--- src/rtl/sdram_map_pkg.sv ---
package sdram_map_pkg;
  typedef enum logic [2:0] {
    CMD_NOP = 3'd0,
    CMD_PRE = 3'd1,
    CMD_ACT = 3'd2,
    CMD_RD  = 3'd3,
    CMD_WR  = 3'd4
  } cmd_e;
endpackage

--- src/rtl/sdram_addr_decode.sv ---
module sdram_addr_decode #(
  parameter int ADDR_W    = 32,
  parameter int ROW_W     = 13,
  parameter int COL_MIN_W = 8,
  parameter int BANK_W    = 2,
  localparam int COL_W    = COL_MIN_W + 3,
  localparam int WORD_W   = ADDR_W - 2,
  localparam int SH_W     = $clog2(ADDR_W) + 1
) (
  input  logic [ADDR_W-1:0] addr_i,
  input  logic [1:0]        banks_i,
  input  logic [1:0]        page_i,
  input  logic              order_i,
  output logic [BANK_W-1:0] bank_o,
  output logic [ROW_W-1:0]  row_o,
  output logic [COL_W-1:0]  col_o
);
  logic [WORD_W-1:0] word, cmask, bmask;
  logic [SH_W-1:0]   cw, nb;

  always_comb begin
    word  = addr_i[ADDR_W-1:2];
    cw    = SH_W'(COL_MIN_W) + SH_W'(page_i);
    nb    = (SH_W'(banks_i) > SH_W'(BANK_W)) ? SH_W'(BANK_W) : SH_W'(banks_i);
    cmask = (WORD_W'(1) << cw) - WORD_W'(1);
    bmask = (WORD_W'(1) << nb) - WORD_W'(1);
    col_o = COL_W'(word & cmask);
    if (!order_i) begin
      bank_o = BANK_W'((word >> cw) & bmask);
      row_o  = ROW_W'(word >> (cw + nb));
    end else begin
      row_o  = ROW_W'(word >> cw);
      bank_o = BANK_W'((word >> (cw + SH_W'(ROW_W))) & bmask);
    end
  end
endmodule

--- src/rtl/sdram_open_rows.sv ---
module sdram_open_rows #(
  parameter int BANK_W   = 2,
  parameter int ROW_W    = 13,
  localparam int NUM_BANKS = 1 << BANK_W
) (
  input  logic                             clk_i,
  input  logic                             rst_ni,
  input  logic                             clr_all_i,
  input  logic                             set_i,
  input  logic                             clr_i,
  input  logic [BANK_W-1:0]                bank_i,
  input  logic [ROW_W-1:0]                 row_i,
  output logic [NUM_BANKS-1:0]             vld_o,
  output logic [NUM_BANKS-1:0][ROW_W-1:0]  rows_o
);
  for (genvar b = 0; b < NUM_BANKS; b++) begin : g_bank
    logic hit_b;
    assign hit_b = (bank_i == BANK_W'(b));
    always_ff @(posedge clk_i or negedge rst_ni) begin
      if (!rst_ni) begin
        vld_o[b]  <= 1'b0;
        rows_o[b] <= '0;
      end else if (clr_all_i) begin
        vld_o[b]  <= 1'b0;  // global clear has priority
      end else if (set_i && hit_b) begin
        vld_o[b]  <= 1'b1;
        rows_o[b] <= row_i;
      end else if (clr_i && hit_b) begin
        vld_o[b]  <= 1'b0;
      end
    end
  end
endmodule

--- src/rtl/sdram_cmd_seq.sv ---
module sdram_cmd_seq
  import sdram_map_pkg::*;
#(
  parameter int BANK_W   = 2,
  parameter int ROW_W    = 13,
  parameter int COL_W    = 11,
  parameter int BE_W     = 4,
  localparam int NUM_BANKS = 1 << BANK_W
) (
  input  logic                            clk_i,
  input  logic                            rst_ni,
  input  logic                            order_i,
  input  logic                            req_valid_i,
  output logic                            req_ready_o,
  input  logic                            req_we_i,
  input  logic [BE_W-1:0]                 req_be_i,
  input  logic [BANK_W-1:0]               dec_bank_i,
  input  logic [ROW_W-1:0]                dec_row_i,
  input  logic [COL_W-1:0]                dec_col_i,
  input  logic [NUM_BANKS-1:0]            open_vld_i,
  input  logic [NUM_BANKS-1:0][ROW_W-1:0] open_rows_i,
  output logic                            cmd_valid_o,
  input  logic                            cmd_ready_i,
  output cmd_e                            cmd_o,
  output logic [BANK_W-1:0]               bank_o,
  output logic [ROW_W-1:0]                row_o,
  output logic [COL_W-1:0]                col_o,
  output logic [BE_W-1:0]                 dqm_o,
  output logic                            set_o,
  output logic                            clr_o
);
  logic              busy, hold_we, fire, hit, other;
  logic [BE_W-1:0]   hold_be;
  logic [BANK_W-1:0] hold_bank, victim, tgt;
  logic [ROW_W-1:0]  hold_row;
  logic [COL_W-1:0]  hold_col;
  cmd_e              next_cmd;

  always_ff @(posedge clk_i or negedge rst_ni) begin
    if (!rst_ni) begin
      busy      <= 1'b0;
      hold_we   <= 1'b0;
      hold_be   <= '0;
      hold_bank <= '0;
      hold_row  <= '0;
      hold_col  <= '0;
    end else if (req_valid_i && !busy) begin
      busy      <= 1'b1;
      hold_we   <= req_we_i;
      hold_be   <= req_be_i;
      hold_bank <= dec_bank_i;
      hold_row  <= dec_row_i;
      hold_col  <= dec_col_i;
    end else if (fire && (next_cmd == CMD_RD || next_cmd == CMD_WR)) begin
      busy <= 1'b0;
    end
  end

  // Decision re-evaluated every cycle against the live table
  always_comb begin
    hit    = open_vld_i[hold_bank] && (open_rows_i[hold_bank] == hold_row);
    other  = 1'b0;
    victim = '0;
    for (int i = 0; i < NUM_BANKS; i++) begin
      if (open_vld_i[i] && (BANK_W'(i) != hold_bank)) begin
        other  = 1'b1;
        victim = BANK_W'(i);
      end
    end
    tgt = hold_bank;
    if (hit) begin
      next_cmd = hold_we ? CMD_WR : CMD_RD;
    end else if (open_vld_i[hold_bank]) begin
      next_cmd = CMD_PRE;
    end else if (order_i && other) begin
      next_cmd = CMD_PRE;
      tgt      = victim;
    end else begin
      next_cmd = CMD_ACT;
    end
  end

  assign req_ready_o = !busy;
  assign cmd_valid_o = busy;
  assign fire        = busy && cmd_ready_i;
  assign cmd_o       = busy ? next_cmd : CMD_NOP;
  assign bank_o      = tgt;
  assign row_o       = hold_row;
  assign col_o       = hold_col;
  assign dqm_o       = hold_we ? ~hold_be : '0;
  assign set_o       = fire && (next_cmd == CMD_ACT);
  assign clr_o       = fire && (next_cmd == CMD_PRE);
endmodule

--- src/rtl/sdram_addr_map.sv ---
module sdram_addr_map
  import sdram_map_pkg::*;
#(
  parameter int ADDR_W    = 32,
  parameter int ROW_W     = 13,
  parameter int COL_MIN_W = 8,
  parameter int BANK_W    = 2,
  parameter int BE_W      = 4,
  localparam int COL_W     = COL_MIN_W + 3,
  localparam int NUM_BANKS = 1 << BANK_W
) (
  input  logic              clk_i,
  input  logic              rst_ni,
  input  logic [1:0]        cfg_banks_i,
  input  logic [1:0]        cfg_page_i,
  input  logic              cfg_order_i,
  input  logic              pre_all_i,
  input  logic              req_valid_i,
  output logic              req_ready_o,
  input  logic [ADDR_W-1:0] req_addr_i,
  input  logic              req_we_i,
  input  logic [BE_W-1:0]   req_be_i,
  output logic              cmd_valid_o,
  input  logic              cmd_ready_i,
  output logic [2:0]        cmd_o,
  output logic [BANK_W-1:0] bank_o,
  output logic [ROW_W-1:0]  row_o,
  output logic [COL_W-1:0]  col_o,
  output logic [BE_W-1:0]   dqm_o
);
  logic [BANK_W-1:0]               dec_bank;
  logic [ROW_W-1:0]                dec_row;
  logic [COL_W-1:0]                dec_col;
  logic [NUM_BANKS-1:0]            open_vld;
  logic [NUM_BANKS-1:0][ROW_W-1:0] open_rows;
  logic                            tbl_set, tbl_clr;
  cmd_e                            cmd;

  sdram_addr_decode #(
    .ADDR_W(ADDR_W), .ROW_W(ROW_W), .COL_MIN_W(COL_MIN_W), .BANK_W(BANK_W)
  ) u_dec (
    .addr_i (req_addr_i),
    .banks_i(cfg_banks_i),
    .page_i (cfg_page_i),
    .order_i(cfg_order_i),
    .bank_o (dec_bank),
    .row_o  (dec_row),
    .col_o  (dec_col)
  );

  sdram_open_rows #(.BANK_W(BANK_W), .ROW_W(ROW_W)) u_tbl (
    .clk_i    (clk_i),
    .rst_ni   (rst_ni),
    .clr_all_i(pre_all_i),
    .set_i    (tbl_set),
    .clr_i    (tbl_clr),
    .bank_i   (bank_o),
    .row_i    (row_o),
    .vld_o    (open_vld),
    .rows_o   (open_rows)
  );

  sdram_cmd_seq #(
    .BANK_W(BANK_W), .ROW_W(ROW_W), .COL_W(COL_W), .BE_W(BE_W)
  ) u_seq (
    .clk_i      (clk_i),
    .rst_ni     (rst_ni),
    .order_i    (cfg_order_i),
    .req_valid_i(req_valid_i),
    .req_ready_o(req_ready_o),
    .req_we_i   (req_we_i),
    .req_be_i   (req_be_i),
    .dec_bank_i (dec_bank),
    .dec_row_i  (dec_row),
    .dec_col_i  (dec_col),
    .open_vld_i (open_vld),
    .open_rows_i(open_rows),
    .cmd_valid_o(cmd_valid_o),
    .cmd_ready_i(cmd_ready_i),
    .cmd_o      (cmd),
    .bank_o     (bank_o),
    .row_o      (row_o),
    .col_o      (col_o),
    .dqm_o      (dqm_o),
    .set_o      (tbl_set),
    .clr_o      (tbl_clr)
  );

  assign cmd_o = cmd;
endmodule

--- config.mk ---
export PLATFORM = sky130hd
export DESIGN_NAME = sdram_addr_map
export DESIGN_NICKNAME = d
export VERILOG_FILES = /design/src/rtl/sdram_map_pkg.sv /design/src/rtl/sdram_addr_decode.sv /design/src/rtl/sdram_open_rows.sv /design/src/rtl/sdram_cmd_seq.sv /design/src/rtl/sdram_addr_map.sv
export SDC_FILE = /design/constraint.sdc
export NUM_CORES = 1
export LEC_CHECK = 0
export BUFFER_PORTS_ARGS = -buffer_cell sky130_fd_sc_hd__buf_2
export CAP_MARGIN = 0
export CORE_ASPECT_RATIO = 0.7
export CORE_MARGIN = 2
export CORE_UTILIZATION = 31
export CTS_BUF_LIST = sky130_fd_sc_hd__clkbuf_8
export DETAILED_ROUTE_END_ITERATION = 16
export SYNTH_ARGS = -nofsm -noshare
export SYNTH_HDL_FRONTEND = slang
export SYNTH_SLANG_ARGS = --single-unit
--- constraint.sdc ---
create_clock -name clk_i -period 3.54 [get_ports clk_i]
set_clock_uncertainty 0.05 [all_clocks]
set_input_delay 0.708 -clock clk_i [delete_from_list [all_inputs] [get_ports clk_i]]
set_output_delay 0.708 -clock clk_i [all_outputs]
set_load 0.01 [all_outputs]
Word level (Yosys, flattened, before mapping):

Cells that the tools add are included.

* bits in registers: 88

* $add $sub $neg: 5
* $lt $le $gt $ge: 2
* equal/unequal tests: 11
* shift-type cells: 5
* muxes and demuxes: 37
* bitwise operators: 5
* reduce and logical (&&, ||, !) cells: 32

Operators with widths (number)
* right shift 30 x 5 -> 13 bit: 1
* right shift 30 x 6 -> 13 bit: 1
* right shift 30 x 6 -> 2 bit: 1
* binary-select mux 13 bit (select 2 bit): 1
* 2-to-1 mux 13 bit: 2
* 2-to-1 mux 1 bit: 20
* logical AND 1 bit: 19
* 2-to-1 mux 2 bit: 8
* equality test 13 bit: 1
* 2-to-1 mux 3 bit: 4
* nonzero test 3 bit: 4
* AND 11 bit: 1
* << shifter 1 x 6 -> 11 bit (first input constant): 1
* subtractor 11 x 2 -> 11 bit (second input constant): 1
* AND reduction 2 bit: 4
* adder 6 x 4 -> 6 bit (second input constant): 1
* adder 6 bit: 1
* equality test 3 x 2 -> 1 bit (second input constant): 2
* << shifter 1 x 6 -> 2 bit (first input constant): 1
* adder 4 x 2 -> 5 bit (first input constant): 1
* AND 2 bit: 2
* equality test 2 bit (second input constant): 2
* 2-to-1 mux 4 bit: 1
* inequality test 2 bit (first input constant): 2
* other kinds (14): 15

Logic depth before layout (Yosys ltp):

* depth in word-level cells: 16
* mapped depth: 11
* mapped depth without buffers: 9

Cells and area by module:

A second synthesis with hierarchy kept.

* cell total of the unflattened synthesis: 411
* area, all modules: 5252.5 µm²

Modules (own cells, without submodules)
* sdram_open_rows: times used 1, cells each 128, area an instance 2202.1 µm², sequential area each 1401.3 µm²
* sdram_cmd_seq: times used 1, cells each 141, area an instance 1875.5 µm², sequential area each 800.8 µm²
* sdram_addr_decode: times used 1, cells each 142, area an instance 1174.9 µm², sequential area each 0.0 µm²

Worst setup path after synthesis:

No wires, ideal clock.

* path type: input -> register
* start: input port cfg_banks_i[0]
* end: register u_seq.hold_row[12] (netlist: u_seq.row_o[12])
* arrival time: 2937 ps
* data required time: 3352 ps
* slack: 416 ps
* cell stages on the path: 10
* buffers on the path: 2
* cells stage by stage: nor2b_1 ha_1 fa_1 buf_2 buf_1 mux2_2 o211ai_1 o21ai_0 mux2i_1 o21ai_0

* word-level cells in the longest chain between the ends: 5

Ends and longest elaborated chain
* from (decl): RTL line sdram_addr_map.sv:14 `input logic [1:0] cfg_banks_i,`
* greater-than comparator 2 bit: RTL line sdram_addr_decode.sv:24 `nb = (SH_W'(banks_i) > SH_W'(BANK_W)) ? SH_W'(BANK_W) : SH_W'(banks_i);`
* 2-to-1 mux 2 bit (*): RTL line sdram_addr_decode.sv:24
* adder 6 bit (*): RTL line sdram_addr_decode.sv:30 `row_o = ROW_W'(word >> (cw + nb));`
* right shift 30 x 6 -> 13 bit (*): RTL line sdram_addr_decode.sv:30
* 2-to-1 mux 13 bit (*): RTL line sdram_addr_decode.sv:28 `if (!order_i) begin`
* to (signal assigned): RTL line sdram_cmd_seq.sv:52 `hold_row <= dec_row_i;`
* to (decl): RTL line sdram_cmd_seq.sv:35 `logic [ROW_W-1:0] hold_row;`

Every way passes the cells marked *; elsewhere a longest branch is shown, timed or not.
A chain may end at the register's enable or synchronous reset.

Worst setup path after layout:

* start: register u_seq.hold_bank[0]
* end: output port cmd_o[0]

* word-level cells in the longest chain between the ends: 11
* elaborated cells between the ends (all ways): 23

Ends and longest elaborated chain
* from (decl): RTL line sdram_cmd_seq.sv:34 `logic [BANK_W-1:0] hold_bank, victim, tgt;`
* from (signal assigned): RTL line sdram_cmd_seq.sv:51 `hold_bank <= dec_bank_i;`
* nonzero test 2 bit: RTL line sdram_cmd_seq.sv:65 `if (open_vld_i[i] && (BANK_W'(i) != hold_bank)) begin`
* logical AND 1 bit: RTL line sdram_cmd_seq.sv:65
* 2-to-1 mux 1 bit (4 in a row): RTL line sdram_cmd_seq.sv:65
* logical AND 1 bit: RTL line sdram_cmd_seq.sv:75 `end else if (order_i && other) begin`
* 2-to-1 mux 2 bit: RTL line sdram_cmd_seq.sv:75
* 2-to-1 mux 3 bit: RTL line sdram_cmd_seq.sv:73 `end else if (open_vld_i[hold_bank]) begin`
* 2-to-1 mux 3 bit (*): RTL line sdram_cmd_seq.sv:71 `if (hit) begin`
* 2-to-1 mux 3 bit (*): RTL line sdram_cmd_seq.sv:86 `assign cmd_o = busy ? next_cmd : CMD_NOP;`
* to (decl): RTL line sdram_addr_map.sv:25 `output logic [2:0] cmd_o,`

Every way passes the cells marked *; elsewhere a longest branch is shown, timed or not. The select of a mux whose other input is x is not followed.

==> impl_metrics.json <==
{
  "grt_pass1_vias": 3981,
  "hold_class": "primary input to asynchronous set/reset pin",
  "worst_ir_drop_vdd_uv": 230,
  "reg2reg_from": "u_seq.hold_bank[0]",
  "multiInputGateArea_um2": 2880,
  "post-route-min-period_ps": 3370,
  "p_int_uw": 2540,
  "use_met3_pct": 3.38,
  "io_pins": 82,
  "num_rows": 40,
  "whs_ps": 339,
  "cts_sinks": 88,
  "htreeDepth": 3,
  "setup_violations": 0,
  "wl_um": 12900,
  "dieArea_um2": 18200,
  "pwr_density_cell_nw_per_um2": 648,
  "grt_busiest_layer": "met2",
  "final_layout_size_suffix_gt1_share_pct": 41.2,
  "finalHoldViolCount": 0,
  "p_leak_uw": 0.00288,
  "maxCapViolCount": 0,
  "crit_path_max_fanout": 11,
  "fmax_mhz": 297,
  "wl_per_cell_um": 16.9,
  "yosysSeqAreaShare_pct": 41.4,
  "tightest_slew_ps": 844,
  "ys_warn_count": 0,
  "first_pass_iters": 5,
  "fillers": 1659,
  "tritoncts": "built",
  "gr-usage-met2_pct": 24.6,
  "netlist.area_leader.share_pct": 41.4,
  "grt_overflow": 0,
  "grt_antenna_before_repair": 0,
  "path_clk_slew_ps": 90,
  "area_growth_pct": 17.2,
  "grt_max_degree": 58,
  "fin_crit_sh_pct": 95.2,
  "required_ps": 2780,
  "synth_area_leaders": "dfrtp_1, mux2_2, mux4_2",
  "register_area_um2": 2200,
  "drt_iter0_drc": 277,
  "ys_types": 53,
  "synth_edf_count": 0,
  "grt_util_met1_pct": 19.8,
  "numCtsBuffers": 9,
  "relSlewSlack_pct": 43.8,
  "diodes": 0,
  "p_seq_share_pct": 40.6,
  "crit_arrival_ps": 2610,
  "syn-cell-area_um2": 5320,
  "rrSetupSlack_ps": 280,
  "drc": 0,
  "vias": 3883,
  "r2r_end": "u_tbl.rows_o[46]",
  "grt_pass1_wl_um": 21400,
  "die_w_um": 161,
  "endpoint_kind": "output port",
  "ant_nets": 0,
  "place_congestion": 0.865,
  "clock_latency_ps": 360,
  "path_class": "flip-flop to output port",
  "syn_inst": 453,
  "p_sw_share_pct": 37.0,
  "synth_nets": 505,
  "switching_power_uw": 1490,
  "synth-seq-cells": 88,
  "synthArstFlopShare_pct": 100,
  "outcome": "complete, no violations",
  "vias_per_cell": 5.10,
  "power_frac_comb_pct": 41.8,
  "grt_usage_pct": 14.7,
  "pwr-share-clk_pct": 17.6,
  "core_um2": 17000,
  "yosysTopAreaCell": "dfrtp_1",
  "io_buffer_count": 78,
  "rr_worst_depth": 9,
  "start_kind": "flip-flop",
  "synthFlopType": "dfrtp_1",
  "layout_setup_ws_ps": 171,
  "tns_ps": 0,
  "die_h_um": 114,
  "cts_buffer_depth": 2,
  "cts-root-buf": "clkbuf_8",
  "nets": 578,
  "start_util_pct": 31.3,
  "rsz0062_at_grt": "yes",
  "syn_avg_cell_area_um2": 11.7,
  "dp_hpwl_um": 9290,
  "preCtsSetupSlack_ps": 275,
  "slew_violations": 0,
  "p_total_uw": 4040
}
==> state kept, by name, indices dropped and copies added, names as in the netlist <==
signal	flops
u_seq.hold_we	1
u_seq.hold_bank	2
u_seq.row_o	13
u_tbl.rows_o	52
u_seq.col_o	11
u_tbl.vld_o	4
u_seq.hold_be	4
u_seq.cmd_valid_o	1
==> how the worst max path moves through the flow <==
stage | startpoint | endpoint | slack [ps] | depth (start not counted)
after floorplan | cfg_banks_i[0] | u_seq.row_o[12] | 420 | 10
after global placement | u_seq.hold_bank[1] | u_tbl.rows_o[42] | 360 | 7
after detailed placement | u_seq.hold_bank[1] | u_tbl.rows_o[50] | 270 | 7
after CTS | u_seq.hold_bank[0] | cmd_o[0] | 40 | 10
after global routing | u_seq.hold_bank[0] | cmd_o[0] | -30 | 10
final | u_seq.hold_bank[0] | cmd_o[0] | 170 | 10
==> routing by layer <==
| metal | up-vias | wire length, um |
|---|---|---|
| li1 | 1807 | - |
| met1 | 1954 | 5910 |
| met2 | 109 | 6230 |
| met3 | 13 | 620 |
| met4 | 0 | 133 |
| met5 | - | 0 |
==> cell type report <==
class / instances / share of cell area (%)
Multi-Input combinational cell: 313 / 46.3
Sequential cell: 88 / 35.4
Timing Repair Buffer: 100 / 9.62
Tap cell: 231 / 4.64
Clock buffer: 9 / 1.99
Clock inverter: 7 / 1.27
Inverter: 14 / 0.843
==> timing repair <==
action / in CTS / in global routing
gates cloned: 1 / 0
setup endpoints to repair: 1 / 3
buffers inserted: 1 / 3
gates resized for setup: 1 / 3
hold buffers: 0 / 0
==> power groups by stage <==
stage / registers [uW] / logic [uW] / clock network [uW]
after global routing: 1700 / 1840 / 785
after CTS: 1640 / 1670 / 737
after global placement: 1630 / 1580 / 0
after floorplan: 1560 / 1160 / 0
final: 1640 / 1690 / 710
after detailed placement: 1660 / 1620 / 0
==> critical path: stages (launching register included) <==
cell and delay [ps]:
dfrtp_1 400, buf_12 160, buf_4 130, mux4_2 500, xor2_1 170, nor3_2 170
buf_4 150, nand3_1 90, buf_6 160, o211a_1 190, buf_2 130
==> Yosys cell counts (2+ instances only) <==
cell / instances
nor2_1: 12
a211oi_1: 3
buf_1: 6
buf_4: 3
buf_6: 4
o21ai_0: 26
and2_1: 3
nand2b_1: 3
nand3_1: 4
xor2_1: 5
inv_1: 11
a21oi_1: 18
xnor2_1: 8
mux2_2: 67
nor4_4: 2
mux4_2: 25
mux2i_1: 47
a32oi_1: 2
nand4_1: 2
o2111ai_1: 2
nand2_1: 43
inv_2: 2
a31oi_1: 2
dfrtp_1: 88
buf_2: 4
ha_1: 4
mux2_1: 4
o211ai_1: 6
nor3_1: 4
clkbuf_1: 20
==> per-stage QoR <==
stage / std cells / instance area [um^2] / utilization [%]
after floorplan: 453 / 5320 / -
after global placement: 741 / 5950 / 35.1
after detailed placement: 741 / 5950 / 35.1
after CTS: 759 / 6190 / 36.5
after global routing: 762 / 6230 / 36.7
final: 762 / 6230 / 36.7
==> kinds of logic (layout without fill, tap and decap cells) <==
kind of cell             after synthesis  in the layout  synth area share (%)
XOR/XNOR                              13             13                  2.14
multiplexers                         143            143                  34.5
AO/OA/AOI/OAI                         73             73                  8.97
AND/OR/NAND/NOR                       79             79                  7.11
flip-flops                            88             88                  41.4
adder cells (fa/ha/maj)                5              5                  1.32
buffers and inverters                 52            130                  4.57
==> cells in the final DEF (no fill, tap or decap), drive strengths merged, types with 2 or more instances in the layout <==
| cell | count |
|---|---|
| a211oi | 3 |
| a21oi | 18 |
| a311oi | 2 |
| a31oi | 2 |
| a32oi | 2 |
| and2 | 3 |
| buf | 99 |
| clkbuf | 9 |
| clkinv | 5 |
| dfrtp | 88 |
| ha | 4 |
| inv | 15 |
| mux2 | 71 |
| mux2i | 47 |
| mux4 | 25 |
| nand2 | 43 |
| nand2b | 3 |
| nand3 | 4 |
| nand4 | 2 |
| nor2 | 12 |
| nor3 | 4 |
| nor4 | 3 |
| o2111ai | 2 |
| o211ai | 6 |
| o21ai | 26 |
| xnor2 | 8 |
| xor2 | 5 |
No activity file was read; power rests on OpenSTA's default activity.
